**src/rtl/ifill_pkg.sv**
```systemverilog
package ifill_pkg;

  typedef enum logic [1:0] {
    FS_IDLE = 2'd0,
    FS_FILL = 2'd1,
    FS_DONE = 2'd2
  } fill_state_t;

  // Word offset of beat number 'beat' in a burst that begins at 'start'.
  function automatic int unsigned wrap_ofs(input int unsigned start,
                                           input int unsigned beat,
                                           input int unsigned words);
    return (start + beat) % words;
  endfunction

  // True when 'ofs' is the highest word offset of a line.
  function automatic bit is_line_end(input int unsigned ofs,
                                     input int unsigned words);
    return ofs == words - 1;
  endfunction

endpackage

```
**src/rtl/ifill_fill_ctrl.sv**
```systemverilog
module ifill_fill_ctrl
  import ifill_pkg::*;
#(
  parameter int ADDR_W     = 32,
  parameter int LINE_WORDS = 4,
  parameter int BYTE_W     = 2,
  localparam int WOFS_W    = $clog2(LINE_WORDS),
  localparam int WORD_W    = ADDR_W - BYTE_W,
  localparam int LINE_W    = WORD_W - WOFS_W
) (
  input  logic              clk,
  input  logic              rst_n,
  input  logic              fetch_req,
  input  logic [WORD_W-1:0] fetch_word,
  input  logic              bus_ack,
  input  logic              bus_ci,
  input  logic              bus_err,
  output logic              bus_req,
  output logic [ADDR_W-1:0] bus_addr,
  output logic              start_fill,
  output logic              beat_ok,
  output logic              beat_bad,
  output logic              discard,
  output logic [WOFS_W-1:0] beat_ofs,
  output logic              err_hit,
  output logic              line_we
);

  fill_state_t       state;
  logic [LINE_W-1:0] miss_line;
  logic [WOFS_W-1:0] start_ofs;
  logic [WOFS_W-1:0] beat_cnt;
  logic              inhibit;
  logic              err_vld;
  logic [WORD_W-1:0] err_word;
  logic              last_beat;
  logic              first_beat;

  assign err_hit    = (state == FS_IDLE) && fetch_req && err_vld &&
                      (fetch_word == err_word);
  assign start_fill = (state == FS_IDLE) && fetch_req && !err_hit;
  assign bus_req    = (state == FS_FILL);
  assign beat_ofs   = WOFS_W'(wrap_ofs(32'(start_ofs), 32'(beat_cnt), LINE_WORDS));
  assign bus_addr   = {miss_line, beat_ofs, {BYTE_W{1'b0}}};
  assign beat_ok    = bus_req && bus_ack && !bus_err;
  assign beat_bad   = bus_req && bus_ack && bus_err;
  assign first_beat = (beat_cnt == '0);
  assign last_beat  = (beat_cnt == WOFS_W'(LINE_WORDS - 1));
  assign discard    = beat_bad || (state == FS_DONE);
  assign line_we    = (state == FS_DONE) && !inhibit;

  always_ff @(posedge clk) begin
    if (!rst_n) begin
      state     <= FS_IDLE;
      miss_line <= '0;
      start_ofs <= '0;
      beat_cnt  <= '0;
      inhibit   <= 1'b0;
      err_vld   <= 1'b0;
      err_word  <= '0;
    end else begin
      unique case (state)
        FS_IDLE: begin
          if (err_hit) begin
            err_vld <= 1'b0;
          end else if (start_fill) begin
            state     <= FS_FILL;
            miss_line <= fetch_word[WORD_W-1:WOFS_W];
            start_ofs <= fetch_word[WOFS_W-1:0];
            beat_cnt  <= '0;
            inhibit   <= 1'b0;
            err_vld   <= 1'b0;
          end
        end
        FS_FILL: begin
          if (beat_bad) begin
            state <= FS_IDLE;
            if (first_beat) begin
              err_vld  <= 1'b1;
              err_word <= {miss_line, start_ofs};
            end
          end else if (beat_ok) begin
            if (first_beat) inhibit <= bus_ci;
            if (last_beat) state <= FS_DONE;
            else           beat_cnt <= beat_cnt + 1'b1;
          end
        end
        FS_DONE: state <= FS_IDLE;
        default: state <= FS_IDLE;
      endcase
    end
  end

endmodule

```
**src/rtl/ifill_line_store.sv**
```systemverilog
module ifill_line_store #(
  parameter int DATA_W     = 32,
  parameter int LINE_WORDS = 4,
  parameter int LINE_W     = 28,
  localparam int WOFS_W    = $clog2(LINE_WORDS)
) (
  input  logic                         clk,
  input  logic                         rst_n,
  input  logic                         open,
  input  logic [LINE_W-1:0]            open_line,
  input  logic                         discard,
  input  logic                         wr_en,
  input  logic [WOFS_W-1:0]            wr_ofs,
  input  logic [DATA_W-1:0]            wr_data,
  output logic [LINE_WORDS-1:0]        vld,
  output logic [LINE_WORDS*DATA_W-1:0] data,
  output logic [LINE_W-1:0]            tag,
  output logic                         tag_vld
);

  always_ff @(posedge clk) begin
    if (!rst_n) begin
      vld     <= '0;
      tag     <= '0;
      tag_vld <= 1'b0;
    end else if (open) begin
      vld     <= '0;
      tag     <= open_line;
      tag_vld <= 1'b1;
    end else if (discard) begin
      vld     <= '0;
      tag     <= '0;
      tag_vld <= 1'b0;
    end else if (wr_en) begin
      vld[wr_ofs] <= 1'b1;
    end
  end

  for (genvar i = 0; i < LINE_WORDS; i++) begin : g_word
    always_ff @(posedge clk) begin
      if (!rst_n) begin
        data[i*DATA_W +: DATA_W] <= '0;
      end else if (wr_en && (wr_ofs == WOFS_W'(i))) begin
        data[i*DATA_W +: DATA_W] <= wr_data;
      end
    end
  end

endmodule

```
**src/rtl/ifill_fetch_port.sv**
```systemverilog
module ifill_fetch_port
  import ifill_pkg::*;
#(
  parameter int DATA_W     = 32,
  parameter int LINE_WORDS = 4,
  parameter int WORD_W     = 30,
  localparam int WOFS_W    = $clog2(LINE_WORDS),
  localparam int LINE_W    = WORD_W - WOFS_W
) (
  input  logic                         clk,
  input  logic                         rst_n,
  input  logic                         fill_active,
  input  logic                         open,
  input  logic                         fetch_req,
  input  logic [WORD_W-1:0]            fetch_word,
  input  logic [LINE_W-1:0]            tag,
  input  logic                         tag_vld,
  input  logic [LINE_WORDS-1:0]        vld,
  input  logic [LINE_WORDS*DATA_W-1:0] buf_data,
  input  logic                         beat_ok,
  input  logic [WOFS_W-1:0]            beat_ofs,
  input  logic [DATA_W-1:0]            bus_data,
  input  logic                         err_hit,
  output logic                         fetch_ack,
  output logic [DATA_W-1:0]            fetch_data,
  output logic                         fetch_err,
  output logic                         buf_hit
);

  logic [WORD_W-1:0] exp_word;
  logic              exp_live;
  logic [WOFS_W-1:0] req_ofs;
  logic              in_line;
  logic              in_order;
  logic              from_buf;
  logic              from_bus;

  assign req_ofs  = fetch_word[WOFS_W-1:0];
  assign in_line  = tag_vld && (fetch_word[WORD_W-1:WOFS_W] == tag);
  assign in_order = fill_active && exp_live && fetch_req && in_line &&
                    (fetch_word == exp_word);
  assign from_buf = vld[req_ofs];
  assign from_bus = beat_ok && (beat_ofs == req_ofs);
  assign buf_hit  = in_order && (from_buf || from_bus);

  assign fetch_ack  = buf_hit || err_hit;
  assign fetch_err  = err_hit;
  assign fetch_data = !buf_hit ? '0 :
                      from_buf ? buf_data[req_ofs*DATA_W +: DATA_W] : bus_data;

  always_ff @(posedge clk) begin
    if (!rst_n) begin
      exp_word <= '0;
      exp_live <= 1'b0;
    end else if (open) begin
      exp_word <= fetch_word;
      exp_live <= 1'b1;
    end else if (buf_hit) begin
      if (is_line_end(32'(exp_word[WOFS_W-1:0]), LINE_WORDS)) exp_live <= 1'b0;
      else                                                     exp_word <= exp_word + 1'b1;
    end
  end

endmodule

```
**src/rtl/ifill_line_buffer.sv**
```systemverilog
module ifill_line_buffer #(
  parameter int ADDR_W     = 32,
  parameter int DATA_W     = 32,
  parameter int LINE_WORDS = 4,
  localparam int BYTE_W    = $clog2(DATA_W / 8),
  localparam int WOFS_W    = $clog2(LINE_WORDS),
  localparam int WORD_W    = ADDR_W - BYTE_W,
  localparam int LINE_LSB  = BYTE_W + WOFS_W,
  localparam int LINE_W    = ADDR_W - LINE_LSB
) (
  input  logic                         clk,
  input  logic                         rst_n,
  input  logic                         fetch_req,
  input  logic [WORD_W-1:0]            fetch_word,
  output logic                         fetch_ack,
  output logic [DATA_W-1:0]            fetch_data,
  output logic                         fetch_err,
  output logic                         bus_req,
  output logic [ADDR_W-1:0]            bus_addr,
  input  logic                         bus_ack,
  input  logic [DATA_W-1:0]            bus_data,
  input  logic                         bus_ci,
  input  logic                         bus_err,
  output logic                         lw_en,
  output logic [LINE_W-1:0]            lw_line,
  output logic [LINE_WORDS*DATA_W-1:0] lw_data
);

  logic                         start_fill;
  logic                         beat_ok;
  logic                         beat_bad;
  logic                         discard;
  logic [WOFS_W-1:0]            beat_ofs;
  logic                         err_hit;
  logic                         buf_hit;
  logic [LINE_WORDS-1:0]        buf_vld;
  logic [LINE_WORDS*DATA_W-1:0] buf_data;
  logic [LINE_W-1:0]            buf_tag;
  logic                         tag_vld;

  ifill_fill_ctrl #(
    .ADDR_W(ADDR_W), .LINE_WORDS(LINE_WORDS), .BYTE_W(BYTE_W)
  ) u_ctrl (
    .clk(clk), .rst_n(rst_n),
    .fetch_req(fetch_req), .fetch_word(fetch_word),
    .bus_ack(bus_ack), .bus_ci(bus_ci), .bus_err(bus_err),
    .bus_req(bus_req), .bus_addr(bus_addr),
    .start_fill(start_fill), .beat_ok(beat_ok), .beat_bad(beat_bad),
    .discard(discard), .beat_ofs(beat_ofs), .err_hit(err_hit),
    .line_we(lw_en)
  );

  ifill_line_store #(
    .DATA_W(DATA_W), .LINE_WORDS(LINE_WORDS), .LINE_W(LINE_W)
  ) u_store (
    .clk(clk), .rst_n(rst_n),
    .open(start_fill), .open_line(fetch_word[WORD_W-1:WOFS_W]),
    .discard(discard),
    .wr_en(beat_ok), .wr_ofs(beat_ofs), .wr_data(bus_data),
    .vld(buf_vld), .data(buf_data), .tag(buf_tag), .tag_vld(tag_vld)
  );

  ifill_fetch_port #(
    .DATA_W(DATA_W), .LINE_WORDS(LINE_WORDS), .WORD_W(WORD_W)
  ) u_port (
    .clk(clk), .rst_n(rst_n),
    .fill_active(bus_req), .open(start_fill),
    .fetch_req(fetch_req), .fetch_word(fetch_word),
    .tag(buf_tag), .tag_vld(tag_vld), .vld(buf_vld), .buf_data(buf_data),
    .beat_ok(beat_ok), .beat_ofs(beat_ofs), .bus_data(bus_data),
    .err_hit(err_hit),
    .fetch_ack(fetch_ack), .fetch_data(fetch_data), .fetch_err(fetch_err),
    .buf_hit(buf_hit)
  );

  assign lw_line = buf_tag;
  assign lw_data = buf_data;

endmodule

```
**config.mk**
```make
export PLATFORM = sky130hd
export DESIGN_NAME = ifill_line_buffer
export DESIGN_NICKNAME = d
export VERILOG_FILES = /design/src/rtl/ifill_pkg.sv /design/src/rtl/ifill_fill_ctrl.sv /design/src/rtl/ifill_line_store.sv /design/src/rtl/ifill_fetch_port.sv /design/src/rtl/ifill_line_buffer.sv
export SDC_FILE = /design/constraint.sdc
export NUM_CORES = 1
export LEC_CHECK = 0
export ABC_AREA = 0
export BUFFER_PORTS_ARGS = -buffer_cell sky130_fd_sc_hd__buf_4
export CAP_MARGIN = 25
export CELL_PAD_IN_SITES_DETAIL_PLACEMENT = 1
export CELL_PAD_IN_SITES_GLOBAL_PLACEMENT = 1
export CORE_ASPECT_RATIO = 1.4
export CORE_MARGIN = 1
export CORE_UTILIZATION = 36
export CTS_CLUSTER_DIAMETER = 80
export DETAILED_ROUTE_END_ITERATION = 10
export GPL_TIMING_DRIVEN = 0
export PLACE_DENSITY_LB_ADDON = 0.1
export RECOVER_POWER = 50
export SLEW_MARGIN = 0
export SYNTH_ARGS = -nofsm -noshare
export SYNTH_HDL_FRONTEND = slang
export SYNTH_SLANG_ARGS = --single-unit
export TNS_END_PERCENT = 30
```
**constraint.sdc**
```tcl
create_clock -name clk -period 2.9 [get_ports clk]
set_input_delay 0.435 -clock clk [delete_from_list [all_inputs] [get_ports clk]]
set_output_delay 0.435 -clock clk [all_outputs]
set_load 0.005 [all_outputs]
```
==> Flow_metrics.wiki <==
{| class="wikitable"
! Metric !! Value
|-
| Global-route wire length before repair || 76600 um
|-
| Area of the die || 35400 um^2
|-
| Crit path setup slack, layout || -411 ps
|-
| CTS tree || built
|-
| Number of distinct library cells after synthesis || 60
|-
| Delay of the slowest critical-path stage || 430 ps
|-
| Placed wire-length estimate after detailed placement || 38000 um
|-
| Slew of the pin with the lowest slew margin || 874 ps
|-
| Worst-case clock skew || 19.6 ps
|-
| Start-to-end type of the worst setup path || flip-flop to output pin
|-
| Count of pins over their slew limit || 0
|-
| Total internal power || 6540 uW
|-
| YS warnings || 0
|-
| Total number of vias || 11753
|-
| Maximum resistive drop on vdd || 366 uV
|-
| Placement Rows || 80
|-
| Via/cell ratio || 5.30
|-
| Crit end category || output pin
|-
| Clock buffer depth || 3
|-
| Crit Path Max Fanout || 5
|-
| Worst EP required || 2470 ps
|-
| Synthesized area divided by synthesized cell count || 8.82 um^2
|-
| Inserted Clock Buffers || 28
|-
| Via count of the first global-routing pass || 12545
|-
| Final nets || 1816
|-
| Buffer and inverter count on the worst path || 2
|-
| Final clock period utilization by the worst path || 1.14
|-
| DR pass1 iterations || 5
|-
| Clock tree root driver cell || sky130_fd_sc_hd__clkbuf_16
|-
| Net switching share of the total power || 0.255
|-
| Max Cap Viol || 0
|-
| Slowest-stage cell, CP || sky130_fd_sc_hd__or3_4
|-
| Later-pin clock latency in the skew report || 560 ps
|-
| Hold Fails Final Rpt || 0
|-
| # setup viols final || 33
|-
| Gate count of the mapped netlist || 1415
|-
| Largest delay share family, worst path || simple AND/OR/NAND/NOR gates
|-
| DIE WIDTH || 159 um
|-
| Share of synthesized area occupied by flip-flops and latches || 0.414
|-
| Vert. Die Dim || 222 um
|-
| Sequential Power Share || 0.432
|-
| Final estimated routing congestion in global placement || 0.896
|-
| Global route total overflow || 0
|-
| Post-synthesis async set-or-reset flop share || 0
|-
| I/O pin total || 292
|-
| Clock share of power || 0.450
|-
| Number of diodes || 0
|-
| Most common library cell in the layout ignoring fill and taps || sky130_fd_sc_hd__nand2_1
|-
| Static leakage || 0.00644 uW
|-
| Total Routed Length || 50800 um
|-
| Shortest clock period the worst path allows after layout || 3310 ps
|-
| Number of enable flip-flop cells after synthesis || 0
|-
| Global-route usage over all layers || 0.285
|-
| P&R area growth vs syn || 35.0%
|-
| Gate power share || 0.118
|-
| Worst rel slew slack || 0.417
|-
| CP Launch Type || flip-flop
|-
| Predominant post-synthesis flop cell || sky130_fd_sc_hd__dfxtp_1
|-
| Sink Count || 258
|-
| Fmax achieved || 302 MHz
|-
| # DRC || 0
|-
| Post-place setup slack || -1200 ps
|-
| Pin count of the biggest net entering global routing || 14
|-
| Type of the worst min-delay path || input pin to flip-flop
|-
| Antenna violations before repair || 0
|-
| Violated checks || negative setup slack
|-
| Most frequent cells in the layout || 350 x sky130_fd_sc_hd__nand2_1, 286 x sky130_fd_sc_hd__buf_4, 234 x sky130_fd_sc_hd__dfxtp_1, 161 x sky130_fd_sc_hd__a21boi_0, 83 x sky130_fd_sc_hd__clkbuf_1
|-
| Starting Density || 0.366
|-
| Cell repeated most along the worst path || sky130_fd_sc_hd__nand3_1
|-
| Power density over the cells || 521 nW/um^2
|-
| First DRT Iteration DRCs || 575
|-
| Clock transition at path regs || 60 ps
|-
| Crit path arrival time || 2880 ps
|-
| Switching power of the nets || 2240 uW
|-
| Run status || complete, but fails checks
|-
| Total of buffers placed on input and output ports || 275
|-
| Hold slack final || 166 ps
|-
| Setup TNS || -12150 ps
|-
| Total standard cell area after synthesis || 12500 um^2
|-
| Total core area || 34100 um^2
|-
| WL per Instance || 22.9 um
|-
| Remaining antenna violation count || 0
|-
| Setup repair after global routing missed its margin || true
|-
| Post-synthesis sequential element count || 258
|-
| Share of post-route cells with drive strength above 1 || 0.277
|-
| H-tree levels || 1
|-
| Cell-by-cell listing of the critical path || xnor2_1, nand3_1, nor4_1, nand3_1, or3_4, or2_4, clkbuf_16, nor2_1, buf_4
|}
==> cells by family after synthesis <==
kind of cell / after synthesis / share of synthesized area
other: 1 / 0.000300
buffers and inverters: 116 / 0.0374
flip-flops: 258 / 0.414
AND/OR/NAND/NOR: 625 / 0.236
XOR/XNOR: 55 / 0.0398
AO/OA/AOI/OAI: 244 / 0.146
adder cells (fa/ha/maj): 4 / 0.00401
multiplexers: 112 / 0.123
==> stage by stage <==
step / utilization / std cells / area (um^2) / total power [uW]
2_1_floorplan: - / 1416 / 12500 / 4330
3_3_place_gp: 0.443 / 2142 / 15100 / 4820
3_5_place_dp: 0.443 / 2142 / 15100 / 4830
4_1_cts: 0.485 / 2205 / 16600 / 8800
5_1_grt: 0.494 / 2216 / 16900 / 9090
6_report: 0.494 / 2216 / 16900 / 8770
==> flip-flops by register name, summed over array words and instances, names as in the netlist, 2 cells and up <==
register / flops
u_ctrl.beat_cnt: 2
u_ctrl.start_ofs: 2
u_ctrl.state: 2
u_port.exp_word: 30
u_store.tag: 28
u_store.data: 128
u_store.vld: 4
u_ctrl.err_word: 30
u_ctrl.miss_line: 28
==> worst paths after layout <==
path	startpoint	depth (start not counted)	slack, ps	to
hold / removal	bus_data[20]	3	170	u_store.data[20]
hold reg to reg	u_store.tag_vld	1	460	u_store.tag_vld
setup / recovery	u_port.exp_word[5]	9	-410	fetch_data[18]
setup reg to reg	u_ctrl.state[1]	12	10	u_port.exp_word[9]
==> tightest hold or removal path, delay by kind of cell <==
family	cells	cell delay (ps)
AO/OA/AOI/OAI	1	60
AND/OR/NAND/NOR	1	50
buffers and inverters	1	130
==> metal layers <==
metal	up-vias	share of wire	GRT usage
met2	362	0.52	0.528
met1	5751	0.37	0.305
met5	-	0	0
li1	5524	-	-
met3	116	0.056	0.0553
met4	0	0.051	0.142
==> cell usage after synthesis, types with 3 or more instances <==
master                      number  area (um^2)
sky130_fd_sc_hd__inv_1           9         33.8
sky130_fd_sc_hd__o31ai_1         3         22.5
sky130_fd_sc_hd__mux4_2         33          743
sky130_fd_sc_hd__ha_1            4         50.1
sky130_fd_sc_hd__a21oi_1         8         40.0
sky130_fd_sc_hd__or4_1           7         52.6
sky130_fd_sc_hd__nand3_1        23          115
sky130_fd_sc_hd__and2_1          4         25.0
sky130_fd_sc_hd__buf_1           5         18.8
sky130_fd_sc_hd__mux2i_1        79          791
sky130_fd_sc_hd__and3_1         11         68.8
sky130_fd_sc_hd__or3_1          12         75.1
sky130_fd_sc_hd__dfxtp_1       258         5160
sky130_fd_sc_hd__a22o_1         22          193
sky130_fd_sc_hd__nand2b_1       33          206
sky130_fd_sc_hd__nor4_1         13         81.3
sky130_fd_sc_hd__a21boi_0      161         1210
sky130_fd_sc_hd__o21ai_0        17         85.1
sky130_fd_sc_hd__a31oi_1         8         50.1
sky130_fd_sc_hd__nor3_1         17         85.1
sky130_fd_sc_hd__xnor2_1        34          298
sky130_fd_sc_hd__nand4b_1        4         35.0
sky130_fd_sc_hd__nand4_1        29          181
sky130_fd_sc_hd__nand2_1       350         1310
sky130_fd_sc_hd__buf_2           7         35.0
sky130_fd_sc_hd__o2111ai_1       4         35.0
sky130_fd_sc_hd__clkbuf_1       90          338
sky130_fd_sc_hd__o21a_1          5         37.5
sky130_fd_sc_hd__nor3b_1         4         30.0
sky130_fd_sc_hd__nor2b_1        50          313
sky130_fd_sc_hd__xor2_1         20          175
sky130_fd_sc_hd__nor2_1         52          195
sky130_fd_sc_hd__o21bai_1        5         37.5
sky130_fd_sc_hd__buf_4           4         30.0
==> cell type report <==
cell class,instances,area [um^2]
fill,3993,17300
multi-input combinational,1043,7190
sequential,258,5220
timing repair buffer,299,2330
clock buffer,42,835
tap,451,564
buffer,105,512
clock inverter,9,174
inverter,9,33.8
==> power by group through the flow <==
stage          Combinational [uW]  Sequential [uW]  Clock (uW)
6_report                     1040             3790        3950
5_1_grt                      1110             3800        4180
4_1_cts                      1000             3780        4020
3_5_place_dp                  969             3860           0
3_3_place_gp                  961             3850           0
2_1_floorplan                 517             3820           0
==> repair_timing <==
item / in CTS / in global routing
endpoints found under the hold margin: 0 / 0
endpoints found under the setup margin: 74 / 111
setup buffers: 10 / 9
pin swaps: 20 / 11
gates cloned: 4 / 0
gates resized for setup: 86 / 64
hold buffers: 0 / 0
Note: power is estimated with default switching activity, not from simulation.
